[config.mk]
export PLATFORM = sky130hd
export DESIGN_NAME = decade_ring_chain
export DESIGN_NICKNAME = d
export VERILOG_FILES = /design/src/rtl/decade_ring_pkg.sv /design/src/rtl/decade_ring_ctrl.sv /design/src/rtl/decade_ring_cell.sv /design/src/rtl/decade_ring_datapath.sv /design/src/rtl/decade_ring_chain.sv
export SDC_FILE = /design/constraint.sdc
export NUM_CORES = 1
export LEC_CHECK = 0
export ABC_CLOCK_PERIOD_IN_PS = 3500
export BUFFER_PORTS_ARGS = -buffer_cell sky130_fd_sc_hd__buf_2
export CORE_MARGIN = 4
export CORE_UTILIZATION = 54
export CTS_BUF_LIST = sky130_fd_sc_hd__clkbuf_4
export DETAILED_ROUTE_END_ITERATION = 6
export PLACE_DENSITY = 0.8
export RECOVER_POWER = 100
export SLEW_MARGIN = 20
export SYNTH_ARGS = -nofsm -noshare
export SYNTH_HDL_FRONTEND = slang
export SYNTH_SLANG_ARGS = --single-unit
export TNS_END_PERCENT = 50
[constraint.sdc]
create_clock -name clk -period 3.5 [get_ports clk]
set_input_delay 1.05 -clock clk [delete_from_list [all_inputs] [get_ports clk]]
set_output_delay 1.05 -clock clk [all_outputs]
set_load 0.01 [all_outputs]
[src/rtl/decade_ring_pkg.sv]
package decade_ring_pkg;
  // Bits per decade ring; a ring of N bits cycles through 2*N codes.
  localparam int RING_BITS = 5;
  localparam int DIGITS    = 2 * RING_BITS;

  // Per-decade strobes handed from control to datapath.
  typedef struct packed {
    logic clear;
    logic step;
  } ringStrobe_t;
endpackage

[src/rtl/decade_ring_ctrl.sv]
module decade_ring_ctrl
  import decade_ring_pkg::*;
#(
  parameter int NUM_DECADES = 3
) (
  input  logic                               countEn,
  input  logic                               preset,
  input  logic [NUM_DECADES-1:0]             carryIn,
  output ringStrobe_t [NUM_DECADES-1:0]      strobes
);
  // Synchronous carry chain: enable ripples through decades showing nine.
  logic [NUM_DECADES:0] enableChain;

  assign enableChain[0] = countEn;

  for (genvar g = 0; g < NUM_DECADES; g++) begin : g_chain
    assign enableChain[g+1] = enableChain[g] & carryIn[g];
    assign strobes[g].clear = preset;
    assign strobes[g].step  = enableChain[g] & ~preset;
  end
endmodule

[src/rtl/decade_ring_cell.sv]
module decade_ring_cell
  import decade_ring_pkg::*;
#(
  parameter int RING_W = RING_BITS,
  localparam int DIG_W = 2 * RING_W
) (
  input  logic              clk,
  input  logic              rstN,
  input  ringStrobe_t       strobe,
  output logic [DIG_W-1:0]  digits,
  output logic              carry,
  output logic              illegal
);
  // ringState[RING_W-1] is the first stage; shift runs towards bit 0.
  logic [RING_W-1:0] ringState;
  logic [RING_W-1:0] ringNext;
  logic [RING_W-1:0] stage;  // stage[j] = j-th stage counted from the input end

  assign ringNext = {~ringState[0], ringState[RING_W-1:1]};

  always_ff @(posedge clk or negedge rstN) begin
    if (!rstN)             ringState <= '0;
    else if (strobe.clear) ringState <= '0;
    else if (strobe.step)  ringState <= ringNext;
  end

  for (genvar j = 0; j < RING_W; j++) begin : g_stage
    assign stage[j] = ringState[RING_W-1-j];
  end

  // Two-input decode: every digit looks at one adjacent pair of stages.
  assign digits[0]      = ~stage[0] & ~stage[RING_W-1];
  assign digits[RING_W] =  stage[0] &  stage[RING_W-1];
  for (genvar k = 1; k < RING_W; k++) begin : g_decode
    assign digits[k]        =  stage[k-1] & ~stage[k];
    assign digits[RING_W+k] = ~stage[k-1] &  stage[k];
  end

  assign carry = digits[DIG_W-1];

  // Legal codes are runs with at most one boundary between adjacent stages.
  int unsigned edgeCount;
  always_comb begin
    edgeCount = 0;
    for (int j = 0; j < RING_W - 1; j++) begin
      if (stage[j] != stage[j+1]) edgeCount = edgeCount + 1;
    end
  end
  assign illegal = (edgeCount > 1);

  p_clear_r1: assert property (@(posedge clk) disable iff (!rstN)
    strobe.clear |=> (ringState == '0) && digits[0] && !carry);

  p_onehot_r3: assert property (@(posedge clk) disable iff (!rstN)
    !illegal |-> $onehot(digits));

  p_wrap_r5: assert property (@(posedge clk) disable iff (!rstN)
    (!strobe.clear && strobe.step && carry) |=> (digits[0] && !carry));

  p_hold_r7: assert property (@(posedge clk) disable iff (!rstN)
    (!strobe.clear && !strobe.step) |=> $stable(ringState));

  p_legal_closed_r9: assert property (@(posedge clk) disable iff (!rstN)
    !illegal |=> !illegal);
endmodule

[src/rtl/decade_ring_datapath.sv]
module decade_ring_datapath
  import decade_ring_pkg::*;
#(
  parameter int NUM_DECADES = 3
) (
  input  logic                              clk,
  input  logic                              rstN,
  input  ringStrobe_t [NUM_DECADES-1:0]     strobes,
  output logic [NUM_DECADES*DIGITS-1:0]     digitOneHot,
  output logic [NUM_DECADES-1:0]            carryOut,
  output logic [NUM_DECADES-1:0]            illegalState
);
  for (genvar g = 0; g < NUM_DECADES; g++) begin : g_decade
    decade_ring_cell #(.RING_W(RING_BITS)) u_cell (
      .clk     (clk),
      .rstN    (rstN),
      .strobe  (strobes[g]),
      .digits  (digitOneHot[g*DIGITS +: DIGITS]),
      .carry   (carryOut[g]),
      .illegal (illegalState[g])
    );
  end

  // Whole chain at 9..9 with a step on decade 0 must land on 0..0.
  p_full_wrap_r10: assert property (@(posedge clk) disable iff (!rstN)
    (&carryOut && strobes[0].step && !strobes[0].clear) |=> (carryOut == '0));

  for (genvar g = 1; g < NUM_DECADES; g++) begin : g_chain_chk
    p_step_needs_lower_nine_r6: assert property (@(posedge clk) disable iff (!rstN)
      (!strobes[g].clear && !carryOut[g-1]) |=> $stable(digitOneHot[g*DIGITS +: DIGITS]));
  end
endmodule

[src/rtl/decade_ring_chain.sv]
module decade_ring_chain
  import decade_ring_pkg::*;
#(
  parameter int NUM_DECADES = 3,
  localparam int OUT_W = NUM_DECADES * DIGITS
) (
  input  logic                    clk,
  input  logic                    rstN,
  input  logic                    countEn,
  input  logic                    preset,
  output logic [OUT_W-1:0]        digitOneHot,
  output logic [NUM_DECADES-1:0]  carryOut,
  output logic [NUM_DECADES-1:0]  illegalState
);
  ringStrobe_t [NUM_DECADES-1:0] strobes;

  decade_ring_ctrl #(.NUM_DECADES(NUM_DECADES)) u_ctrl (
    .countEn (countEn),
    .preset  (preset),
    .carryIn (carryOut),
    .strobes (strobes)
  );

  decade_ring_datapath #(.NUM_DECADES(NUM_DECADES)) u_datapath (
    .clk          (clk),
    .rstN         (rstN),
    .strobes      (strobes),
    .digitOneHot  (digitOneHot),
    .carryOut     (carryOut),
    .illegalState (illegalState)
  );
endmodule

==> results of run 1 <==
[layer usage]
| layer | vias to the layer above | track usage, % |
|---|---|---|
| met5 | - | 0 |
| met4 | 0 | 6.329 |
| met3 | 9 | 5.616 |
| met2 | 33 | 35.96 |
| met1 | 544 | 19.63 |
| li1 | 577 | - |
[cells by family after synthesis]
family	Yosys count	synth area share (%)
buf+inv	36	11.70
compound gates	14	6.283
xor+xnor	5	3.013
flops	15	25.82
simple gates	37	11.36
mux	12	8.262
fa+ha+maj	39	33.56
[repair_timing]
item,in CTS,in global routing
endpoints found under the setup margin,0,3
resized for setup,0,3
buffers inserted,0,4
[final cells by class]
type	count	area [um2]	area share, %
Timing Repair Buffer	43	192.7	11.69
Multi-Input combinational cell	107	915.9	55.58
Inverter	25	93.84	5.695
Tap cell	30	37.54	2.278
Clock buffer	4	30.03	1.822
Sequential cell	15	377.9	22.93
[worst max-delay path by stage]
stage / from / endpoint / slack, ps / cells after the start
5_1_grt: u_datapath.g_decade[1].u_cell.ringState[2] / illegalState[1] / -30 / 8
6_report: u_datapath.g_decade[0].u_cell.ringState[2] / illegalState[0] / 130 / 10
4_1_cts: u_datapath.g_decade[0].u_cell.ringState[3] / illegalState[0] / 90 / 10
3_5_place_dp: u_datapath.g_decade[0].u_cell.ringState[3] / illegalState[0] / 420 / 10
2_1_floorplan: u_datapath.g_decade[0].u_cell.ringState[3] / illegalState[0] / 550 / 10
3_3_place_gp: u_datapath.g_decade[0].u_cell.ringState[3] / illegalState[0] / 510 / 10
[power groups by stage]
stage          sequential (mW)  clock, mW  combinational, mW
3_3_place_gp             0.181          0             0.0390
3_5_place_dp             0.182          0             0.0419
5_1_grt                  0.178      0.125             0.0481
2_1_floorplan            0.181          0             0.0272
4_1_cts                  0.178      0.113             0.0423
6_report                 0.178      0.111             0.0417
[layout by cell type, fill, tap and decap left out, drive strengths merged]
cell	synthesis	final
nand3b	2	2
nand2	8	8
a21o	1	1
or2	1	1
and3b	1	1
buf	10	17
mux2i	12	12
clkbuf	1	30
xnor2	3	3
a211oi	1	1
o2111ai	1	1
xor2	2	2
ha	39	39
dfrtp	15	15
o21ai	2	2
nand3	5	5
a21oi	6	6
nor2	20	20
inv	25	25
a32oi	2	2
a221o	1	1
[worst max-delay path, stage by stage (launching register included)]
cell	delay (ps)
dfrtp_1	420
inv_1	90
ha_1	320
inv_1	70
ha_1	190
inv_1	50
mux2i_1	60
ha_1	190
a21o_1	180
a221o_1	310
buf_2	140
==> impl_metrics.json, run 1 <==
{
  "syn_nets": 201,
  "run_status": "finished clean",
  "clkPwrFrac_pct": 33.6,
  "end_kind": "output pin",
  "finalCriticalPeriod_ps": 3367,
  "hpwl_um": 2523,
  "min_from": "u_datapath.g_decade[1].u_cell.ringState[0]",
  "reg.largest.list": "u_datapath.g_decade.u_cell.ringState x15",
  "grt-ovfl-total": 0,
  "synthTopCellsByArea": "ha_1 (34%), dfrtp_1 (26%), mux2i_1 (8.3%), inv_1 (6.5%), nor2_1 (5.2%)",
  "design_area_um2": 1648,
  "die_h_um": 59.89,
  "syn_inst": 158,
  "drv_slew": 0,
  "finish.utilization_pct": 65.33,
  "clockBufferDepth": 2,
  "pwr-share-seq_pct": 53.8,
  "cts_root_buffer": "clkbuf_4",
  "top_layer": "met4",
  "avgRoutedWirePerCell_um": 14.05,
  "r2r-start": "u_datapath.g_decade[0].u_cell.ringState[1]",
  "grt_pass1_wl_um": 5168,
  "grt_use_total_pct": 19.03,
  "rrSetupSlack_ps": 1780,
  "timing.hold.ws_ps": 592.1,
  "antenna_found_initial": 0,
  "finalPower_uw": 330.9,
  "drc": 0,
  "reg2reg_to": "u_datapath.g_decade[2].u_cell.ringState[1]",
  "rows": 18,
  "crit_type": "flop to output pin",
  "start_util_pct": 57.64,
  "grt_pass1_vias": 1275,
  "placed_area_um2": 1610,
  "htree_levels": 1,
  "post-place-ws_ps": 417.7,
  "yosys.area.top_type_share_pct": 33.56,
  "setup_tns_ps": 0,
  "synthTopCellsByCount": "ha_1 (39), inv_1 (25), nor2_1 (20), dfrtp_1 (15), mux2i_1 (12)",
  "worstMarginPinSlew_ps": 824.7,
  "yosys_warnings": 0,
  "dieWidth_um": 59.89,
  "placed_cells": 216,
  "die_area_um2": 3587,
  "cts.sinks": 15,
  "report.final.setup_viol": 0,
  "clk_pin_slew_worst_paths_ps": 90,
  "power_density_nw_per_um2": 200.8,
  "hold-path-cell-count": 2,
  "numPortBuffers": 39,
  "core_um2": 2522,
  "maxCapViolCount": 0,
  "drtIter0Drc": 25,
  "drive_above_1_share_pct": 12.89,
  "fmax_mhz": 297.0,
  "relSlewSlack_pct": 45.02,
  "post-synth-top-count-cell": "ha_1",
  "layoutNonFillerInstCount": 224,
  "yosys.area.top_type": "ha_1",
  "diodes": 0,
  "synth_area_um2": 1454,
  "finalHoldViolCount": 0,
  "cellLeakagePower_nw": 0.9244,
  "rsz0062_at_grt": "yes",
  "ctsHoldBuffers": 0,
  "required_ps": 2450,
  "gp_congestion": 0.8655,
  "path_max_fanout": 5,
  "ys_types": 23,
  "power.share.switching_pct": 26.52,
  "clk_latency_ps": 290,
  "via_count": 1163,
  "synthToLayoutAreaGrowth_pct": 13.34,
  "wl_met3_um": 177,
  "arrival_ps": 2320,
  "ys_seq_area_share_pct": 25.82,
  "cp-start-kind": "flop",
  "synthFlopType": "dfrtp_1",
  "grt_max_degree": 16,
  "async_reset_ff_share_pct": 100.0,
  "min_path_type": "flop to flop",
  "fillerInstances": 227,
  "nNetsFinal": 238,
  "antenna_left": 0,
  "vdd_drop_max_uv": 178.2,
  "p_int_uw": 243.1,
  "fin_crit_sh_pct": 96.21,
  "route.met2.wl_um": 1662,
  "avgSynthCellArea_um2": 9.202,
  "top_register": "u_datapath.g_decade.u_cell.ringState",
  "cts_tree": "yes",
  "via_per_inst": 5.192,
  "synth-edff-count": 0,
  "ff2ff_path_depth": 5,
  "first_pass_iters": 4,
  "wirelength_um": 3148,
  "p_sw_uw": 87.77,
  "setup_ws_ps": 132.8,
  "hold_end": "u_datapath.g_decade[1].u_cell.ringState[0]",
  "m1WireLength_um": 1252,
  "comb_power_share_pct": 12.6,
  "cts_buffers": 3,
  "yosys_register_bits": 15,
  "finClkSkew_ps": 6.247,
  "largest_reg_flops": 15,
  "io_pins": 40
}
(Power assumes the default switching activity.)
==> inputs of run 2 (changes only) <==
--- a/config.mk
+++ b/config.mk
@@ -5,10 +5,13 @@
 export SDC_FILE = /design/constraint.sdc
 export NUM_CORES = 1
 export LEC_CHECK = 0
+export ABC_AREA = 1
 export ABC_CLOCK_PERIOD_IN_PS = 3500
 export BUFFER_PORTS_ARGS = -buffer_cell sky130_fd_sc_hd__buf_2
+export CELL_PAD_IN_SITES_DETAIL_PLACEMENT = 1
+export CELL_PAD_IN_SITES_GLOBAL_PLACEMENT = 2
 export CORE_MARGIN = 4
-export CORE_UTILIZATION = 54
+export CORE_UTILIZATION = 31
 export CTS_BUF_LIST = sky130_fd_sc_hd__clkbuf_4
 export DETAILED_ROUTE_END_ITERATION = 6
 export PLACE_DENSITY = 0.8
==> run 2 against run 1 <==
  * Synthesized cell count is 18% higher
  * Clock-buffer cell count stayed put
  * Clock skew decreased by 3.2 ps
  * Fmax about the same
  * Sequential power hardly changed
  * Register-to-register slack gained 50 ps
  * Hold slack lost 8.1 ps
  * Largest cell class unchanged
==> impl_metrics.json, run 2 <==
{
  "run_status": "finished clean",
  "setup_ws_ps": 132.0,
  "placed_cells": 267,
  "finClkSkew_ps": 3.084,
  "drive_above_1_share_pct": 19.73,
  "largest_reg_flops": 15,
  "ff2ff_path_depth": 5,
  "dieWidth_um": 77.25,
  "required_ps": 2450,
  "yosys_register_bits": 15,
  "diodes": 0,
  "grt_pass1_vias": 1259,
  "finalCriticalPeriod_ps": 3368,
  "grt_use_total_pct": 11.55,
  "reg2reg_to": "u_datapath.g_decade[2].u_cell.ringState[0]",
  "yosys_warnings": 0,
  "clk_pin_slew_worst_paths_ps": 90,
  "maxCapViolCount": 0,
  "min_from": "u_datapath.g_decade[1].u_cell.ringState[1]",
  "die_area_um2": 5967,
  "crit_type": "flop to output pin",
  "power_density_nw_per_um2": 193.4,
  "grt_max_degree": 18,
  "grt_pass1_wl_um": 5789,
  "avgRoutedWirePerCell_um": 12.27,
  "crit_path_end": "illegalState[0]",
  "antenna_found_initial": 0,
  "antenna_left": 0,
  "synthToLayoutAreaGrowth_pct": 17.68,
  "ys_types": 18,
  "yosys.area.top_type": "ha_1",
  "synthFlopType": "dfrtp_1",
  "async_reset_ff_share_pct": 100.0,
  "timing.hold.ws_ps": 584.1,
  "synthTopCellsByArea": "ha_1 (33%), dfrtp_1 (25%), inv_1 (8.6%), nand2_1 (7.6%), nand3_1 (6.1%)",
  "nNetsFinal": 267,
  "drtIter0Drc": 17,
  "syn_nets": 229,
  "post-place-ws_ps": 352.5,
  "relSlewSlack_pct": 41.60,
  "fmax_mhz": 296.9,
  "layoutNonFillerInstCount": 275,
  "layout.cells.most_common_list": "ha_1 (36), inv_1 (34), nand2_1 (29)",
  "rrSetupSlack_ps": 1830,
  "numPortBuffers": 39,
  "cts_tree": "yes",
  "wirelength_um": 3374,
  "synthTopCellsByCount": "ha_1 (39), inv_1 (34), nand2_1 (30), nand3_1 (18), o21ai_0 (17)",
  "ys_seq_area_share_pct": 25.25,
  "finalHoldViolCount": 0,
  "finish.utilization_pct": 38.83,
  "first_pass_iters": 3,
  "syn_inst": 186,
  "clk_latency_ps": 280,
  "report.final.setup_viol": 0,
  "htree_levels": 1,
  "drc": 0,
  "start_util_pct": 33.00,
  "path_max_fanout": 4,
  "die_h_um": 77.25,
  "via_count": 1227,
  "cts.sinks": 15,
  "vdd_drop_max_uv": 134.1,
  "via_per_inst": 4.462,
  "post-synth-top-count-cell": "ha_1",
  "crit_start": "u_datapath.g_decade[0].u_cell.ringState[3]",
  "layout.cells.most_common": "ha_1",
  "min_path_type": "flop to flop",
  "cts_root_buffer": "clkbuf_4",
  "r2r-start": "u_datapath.g_decade[0].u_cell.ringState[1]",
  "fin_crit_sh_pct": 96.23,
  "cts_buffers": 3,
  "rows": 24,
  "hpwl_um": 2722,
  "cp-start-kind": "flop",
  "clockBufferDepth": 2,
  "cellLeakagePower_nw": 1.013,
  "top_register": "u_datapath.g_decade.u_cell.ringState",
  "worstMarginPinSlew_ps": 876.1,
  "reg.largest.list": "u_datapath.g_decade.u_cell.ringState x15",
  "avgSynthCellArea_um2": 7.992,
  "arrival_ps": 2320,
  "drv_slew": 0,
  "ctsHoldBuffers": 0,
  "end_kind": "output pin",
  "synth-edff-count": 0,
  "fillerInstances": 565,
  "gp_congestion": 0.6999,
  "synth_area_um2": 1486,
  "core_um2": 4504,
  "io_pins": 40,
  "yosys.area.top_type_share_pct": 32.83,
  "grt-ovfl-total": 0,
  "finalPower_uw": 338.3
}
## run 2: cell count changes after synthesis, moves of 6 or more
cell / before / now
nand2_1: 8 / 30
o21ai_0: 2 / 17
nand3_1: 4 / 18
mux2i_1: 12 / 0
inv_1: 25 / 34
nor2_1: 20 / 11
a21oi_1: 6 / 0
## run 2: cell families (layout without fill, tap and decap cells)
group / Yosys count / count (layout) / share of synthesized area, %
AO/OA/AOI/OAI: 21 / 21 / 7.491
XOR/XNOR: 4 / 4 / 2.357
adder cells (fa/ha/maj): 39 / 39 / 32.83
buffers and inverters: 45 / 82 / 13.72
flip-flops: 15 / 15 / 25.25
AND/OR/NAND/NOR: 62 / 62 / 18.35
## run 2: worst min path at each step
stage / end / slack [ps] / depth (start not counted)
floorplan: u_datapath.g_decade[0].u_cell.ringState[2] / 530 / 2
global placement: u_datapath.g_decade[1].u_cell.ringState[0] / 550 / 2
detailed placement: u_datapath.g_decade[2].u_cell.ringState[2] / 560 / 2
CTS: u_datapath.g_decade[1].u_cell.ringState[1] / 590 / 2
global route: u_datapath.g_decade[1].u_cell.ringState[1] / 630 / 2
finish: u_datapath.g_decade[1].u_cell.ringState[0] / 580 / 2
## run 2: per-layer routing
metal / wire, um / track usage, % / vias to the layer above / part of all wire (%)
li1: - / - / 647 / -
met1: 1671 / 15.46 / 556 / 50
met2: 1551 / 19.17 / 22 / 46
met3: 142 / 3.162 / 2 / 4.2
met4: 9 / 1.068 / 0 / 0.27
met5: 0 / 0 / - / 0
## run 2: area by class of cell
class | instances | area, um2 | share of cell area (%)
multi-input cells | 126 | 937.1 | 53.58
flip-flops and latches | 15 | 375.4 | 21.46
repair buffers | 43 | 210.2 | 12.02
inverters | 35 | 131.4 | 7.511
well taps | 52 | 65.06 | 3.720
clock buffers | 4 | 30.03 | 1.717
## run 2: where the power goes
| part | switching (mW) | internal [mW] |
|---|---|---|
| logic | 0.0324 | 0.0181 |
| registers | 0.00342 | 0.175 |
| clock network | 0.0572 | 0.0520 |
## run 2: worst max-delay path: stages (launching register included)
cell and delay (ps):
dfrtp_1 460, inv_2 100, ha_4 280, inv_1 50
ha_2 180, nand2_2 70, o21ai_2 60, ha_1 280
or2_2 290, nand2_1 70, nand3_1 70, buf_2 140
## run 2: per-stage QoR
step                      setup TNS (ps)  area (um2)
after global routing              -29.75        1749
after floorplan                        0        1486
after global placement                 0        1674
after CTS                              0        1704
after detailed placement               0        1674
final                                  0        1749
## run 2: timing repair
item	in CTS	in global routing
buffers inserted	0	5
setup endpoints to repair	0	1
gates resized for setup	0	7
==> inputs of run 3 (changes only) <==
--- a/config.mk
+++ b/config.mk
@@ -5,13 +5,12 @@
 export SDC_FILE = /design/constraint.sdc
 export NUM_CORES = 1
 export LEC_CHECK = 0
-export ABC_AREA = 1
 export ABC_CLOCK_PERIOD_IN_PS = 3500
 export BUFFER_PORTS_ARGS = -buffer_cell sky130_fd_sc_hd__buf_2
 export CELL_PAD_IN_SITES_DETAIL_PLACEMENT = 1
 export CELL_PAD_IN_SITES_GLOBAL_PLACEMENT = 2
 export CORE_MARGIN = 4
-export CORE_UTILIZATION = 31
+export CORE_UTILIZATION = 32
 export CTS_BUF_LIST = sky130_fd_sc_hd__clkbuf_4
 export DETAILED_ROUTE_END_ITERATION = 6
 export PLACE_DENSITY = 0.8
==> run 3 against run 2 <==
  * Die area fell by 4.7%
  * Non-clock buffer count fell by 3
  * Clock-buffer cell count is 1 lower
  * Clock skew up 2.0 ps
  * Via count down 6.7%
  * Design area fell by 5.9%
  * Setup slack lost 11 ps
  * Final cell count down 12%
  * First-iteration DRC count up 88%
  * Hold slack worse by 7.4 ps
  * Register-to-register slack is essentially flat
  * Critical endpoint unchanged
==> impl_metrics.json, run 3 (synthesis results as in run 1) <==
{
  "worstMarginPinSlew_ps": 843.4,
  "drive_above_1_share_pct": 9.948,
  "diodes": 0,
  "fin_crit_sh_pct": 96.55,
  "antenna_found_initial": 0,
  "relSlewSlack_pct": 43.77,
  "vdd_drop_max_uv": 76.37,
  "clk_pin_slew_worst_paths_ps": 100,
  "finalHoldViolCount": 0,
  "arrival_ps": 2330,
  "min_path_type": "flop to flop",
  "power.share.switching_pct": 28.11,
  "layout.cells.most_common_list": "ha_1 (38), clkbuf_1 (31), inv_1 (25)",
  "largest_reg_flops": 15,
  "layout.cells.most_common": "ha_1",
  "path_cells": "inv_1 > ha_1 > inv_1 > ha_1 > inv_1 > mux2i_1 > ha_1 > a21o_1 > a221o_1 > buf_2",
  "cp-start-kind": "flop",
  "numPortBuffers": 39,
  "layoutNonFillerInstCount": 243,
  "grt_pass1_wl_um": 5547,
  "worstSetupPathDepth": 10,
  "rows": 24,
  "cpPeakStageDelay_ps": 380,
  "cts_root_buffer": "clkbuf_4",
  "cts.sinks": 15,
  "via_count": 1145,
  "finalCriticalPeriod_ps": 3379,
  "run_status": "finished clean",
  "cts_tree": "yes",
  "hold-path-cell-count": 2,
  "clk_latency_ps": 290,
  "comb_power_share_pct": 13.3,
  "grt_max_degree": 16,
  "fmax_mhz": 295.9,
  "top_register": "u_datapath.g_decade.u_cell.ringState",
  "synthToLayoutAreaGrowth_pct": 13.25,
  "core_um2": 4384,
  "first_pass_iters": 2,
  "avgRoutedWirePerCell_um": 13.82,
  "reg.largest.list": "u_datapath.g_decade.u_cell.ringState x15",
  "hpwl_um": 2801,
  "maxCapViolCount": 0,
  "clockBufferDepth": 2,
  "power_density_nw_per_um2": 198.0,
  "grt-ovfl-total": 0,
  "required_ps": 2450,
  "die_h_um": 75.41,
  "rsz0062_at_grt": "yes",
  "p_sw_uw": 91.62,
  "die_area_um2": 5686,
  "start_util_pct": 33.16,
  "drtIter0Drc": 32,
  "antenna_left": 0,
  "report.final.setup_viol": 0,
  "io_pins": 40,
  "via_per_inst": 4.712,
  "gp_congestion": 0.7628,
  "cts_buffers": 3,
  "cp_num_buf_inv": 4,
  "dieWidth_um": 75.41,
  "p_int_uw": 234.4,
  "clkPwrFrac_pct": 31.9,
  "path_max_fanout": 3,
  "wirelength_um": 3358,
  "pwr-share-seq_pct": 54.8,
  "finClkSkew_ps": 5.090,
  "nNetsFinal": 235,
  "placed_cells": 238,
  "crit_type": "flop to output pin",
  "drv_slew": 0,
  "ff2ff_path_depth": 4,
  "critPathTopFamily": "adder cells",
  "grt_pass1_vias": 1244,
  "grt_use_total_pct": 12.71,
  "finalPower_uw": 326.0,
  "slowest_stage": "dfrtp_1",
  "cellLeakagePower_nw": 0.8810,
  "end_kind": "output pin",
  "htree_levels": 1,
  "drc": 0,
  "ctsHoldBuffers": 0
}
## run 3: cell count changes in the layout (fill, tap and decap cells not counted), moves of 4 or more
cell,previous run,this run
a21oi_1,0,6
buf_2,27,7
clkbuf_1,12,31
dfrtp_1,15,11
dfrtp_2,0,4
inv_1,34,25
mux2i_1,0,12
nand2_1,29,8
nand3_1,18,5
nor2_1,11,20
o21ai_0,18,2
## run 3: area by class of cell
| class | count | area (um2) |
|---|---|---|
| fillers | 555 | 2738 |
| well taps | 52 | 65.06 |
| clock inverters | 1 | 5.005 |
| multi-input cells | 107 | 915.9 |
| clock buffers | 3 | 22.52 |
| flip-flops and latches | 15 | 380.4 |
| repair buffers | 40 | 163.9 |
| inverters | 25 | 93.84 |
## run 3: path summary, 6_finish.rpt
check	start	to	slack (ps)
hold reg to reg	u_datapath.g_decade[1].u_cell.ringState[0]	u_datapath.g_decade[1].u_cell.ringState[0]	580
setup reg to reg	u_datapath.g_decade[0].u_cell.ringState[1]	u_datapath.g_decade[2].u_cell.ringState[4]	1820
hold / removal	u_datapath.g_decade[1].u_cell.ringState[0]	u_datapath.g_decade[1].u_cell.ringState[0]	580
min in group asynchronous	rstN	u_datapath.g_decade[2].u_cell.ringState[1]	830
max in group asynchronous	rstN	u_datapath.g_decade[2].u_cell.ringState[3]	2100
setup / recovery	u_datapath.g_decade[0].u_cell.ringState[2]	illegalState[0]	120
## run 3: what timing repair did
item                                    CTS  global route
endpoints found under the setup margin    0             3
hold endpoints to repair                  0             0
setup buffers                             0             1
gates resized for setup                   0             5
## run 3: worst min-delay path: cells and delay by family (launching register included)
family,cells,cell delay [ps]
AND/OR/NAND/NOR,1,70
flip-flops,1,420
AO/OA/AOI/OAI,1,60
## run 3: routing by layer
| metal | global-route usage (%) | wire length [um] | vias to the layer above |
|---|---|---|---|
| met5 | 0 | 0 | - |
| met4 | 5.049 | 25 | 0 |
| met2 | 25.22 | 1917 | 20 |
| li1 | - | - | 566 |
| met1 | 13.04 | 1275 | 555 |
| met3 | 1.979 | 140 | 4 |
## run 3: through the flow
stage | cell area [um2] | setup WS, ps | setup TNS, ps | util (%) | hold slack (ps)
finish | 1647 | 120.8 | 0 | 37.56 | 576.7
global route | 1647 | -6.714 | -6.714 | 37.56 | 624.1
CTS | 1665 | 11.47 | 0 | 37.99 | 583.1
detailed placement | 1638 | 326.7 | 0 | 37.36 | 568.5
global placement | 1638 | 469.3 | 0 | 37.36 | 559.7
floorplan | 1454 | 553.4 | 0 | - | 533.7
## run 3: power by group through the flow
stage          Sequential (mW)  Combinational (mW)  Clock [mW]
4_1_cts                  0.178              0.0430       0.105
3_3_place_gp             0.182              0.0396           0
3_5_place_dp             0.182              0.0429           0
6_report                 0.179              0.0434       0.104
5_1_grt                  0.179              0.0501       0.113
2_1_floorplan            0.181              0.0272           0
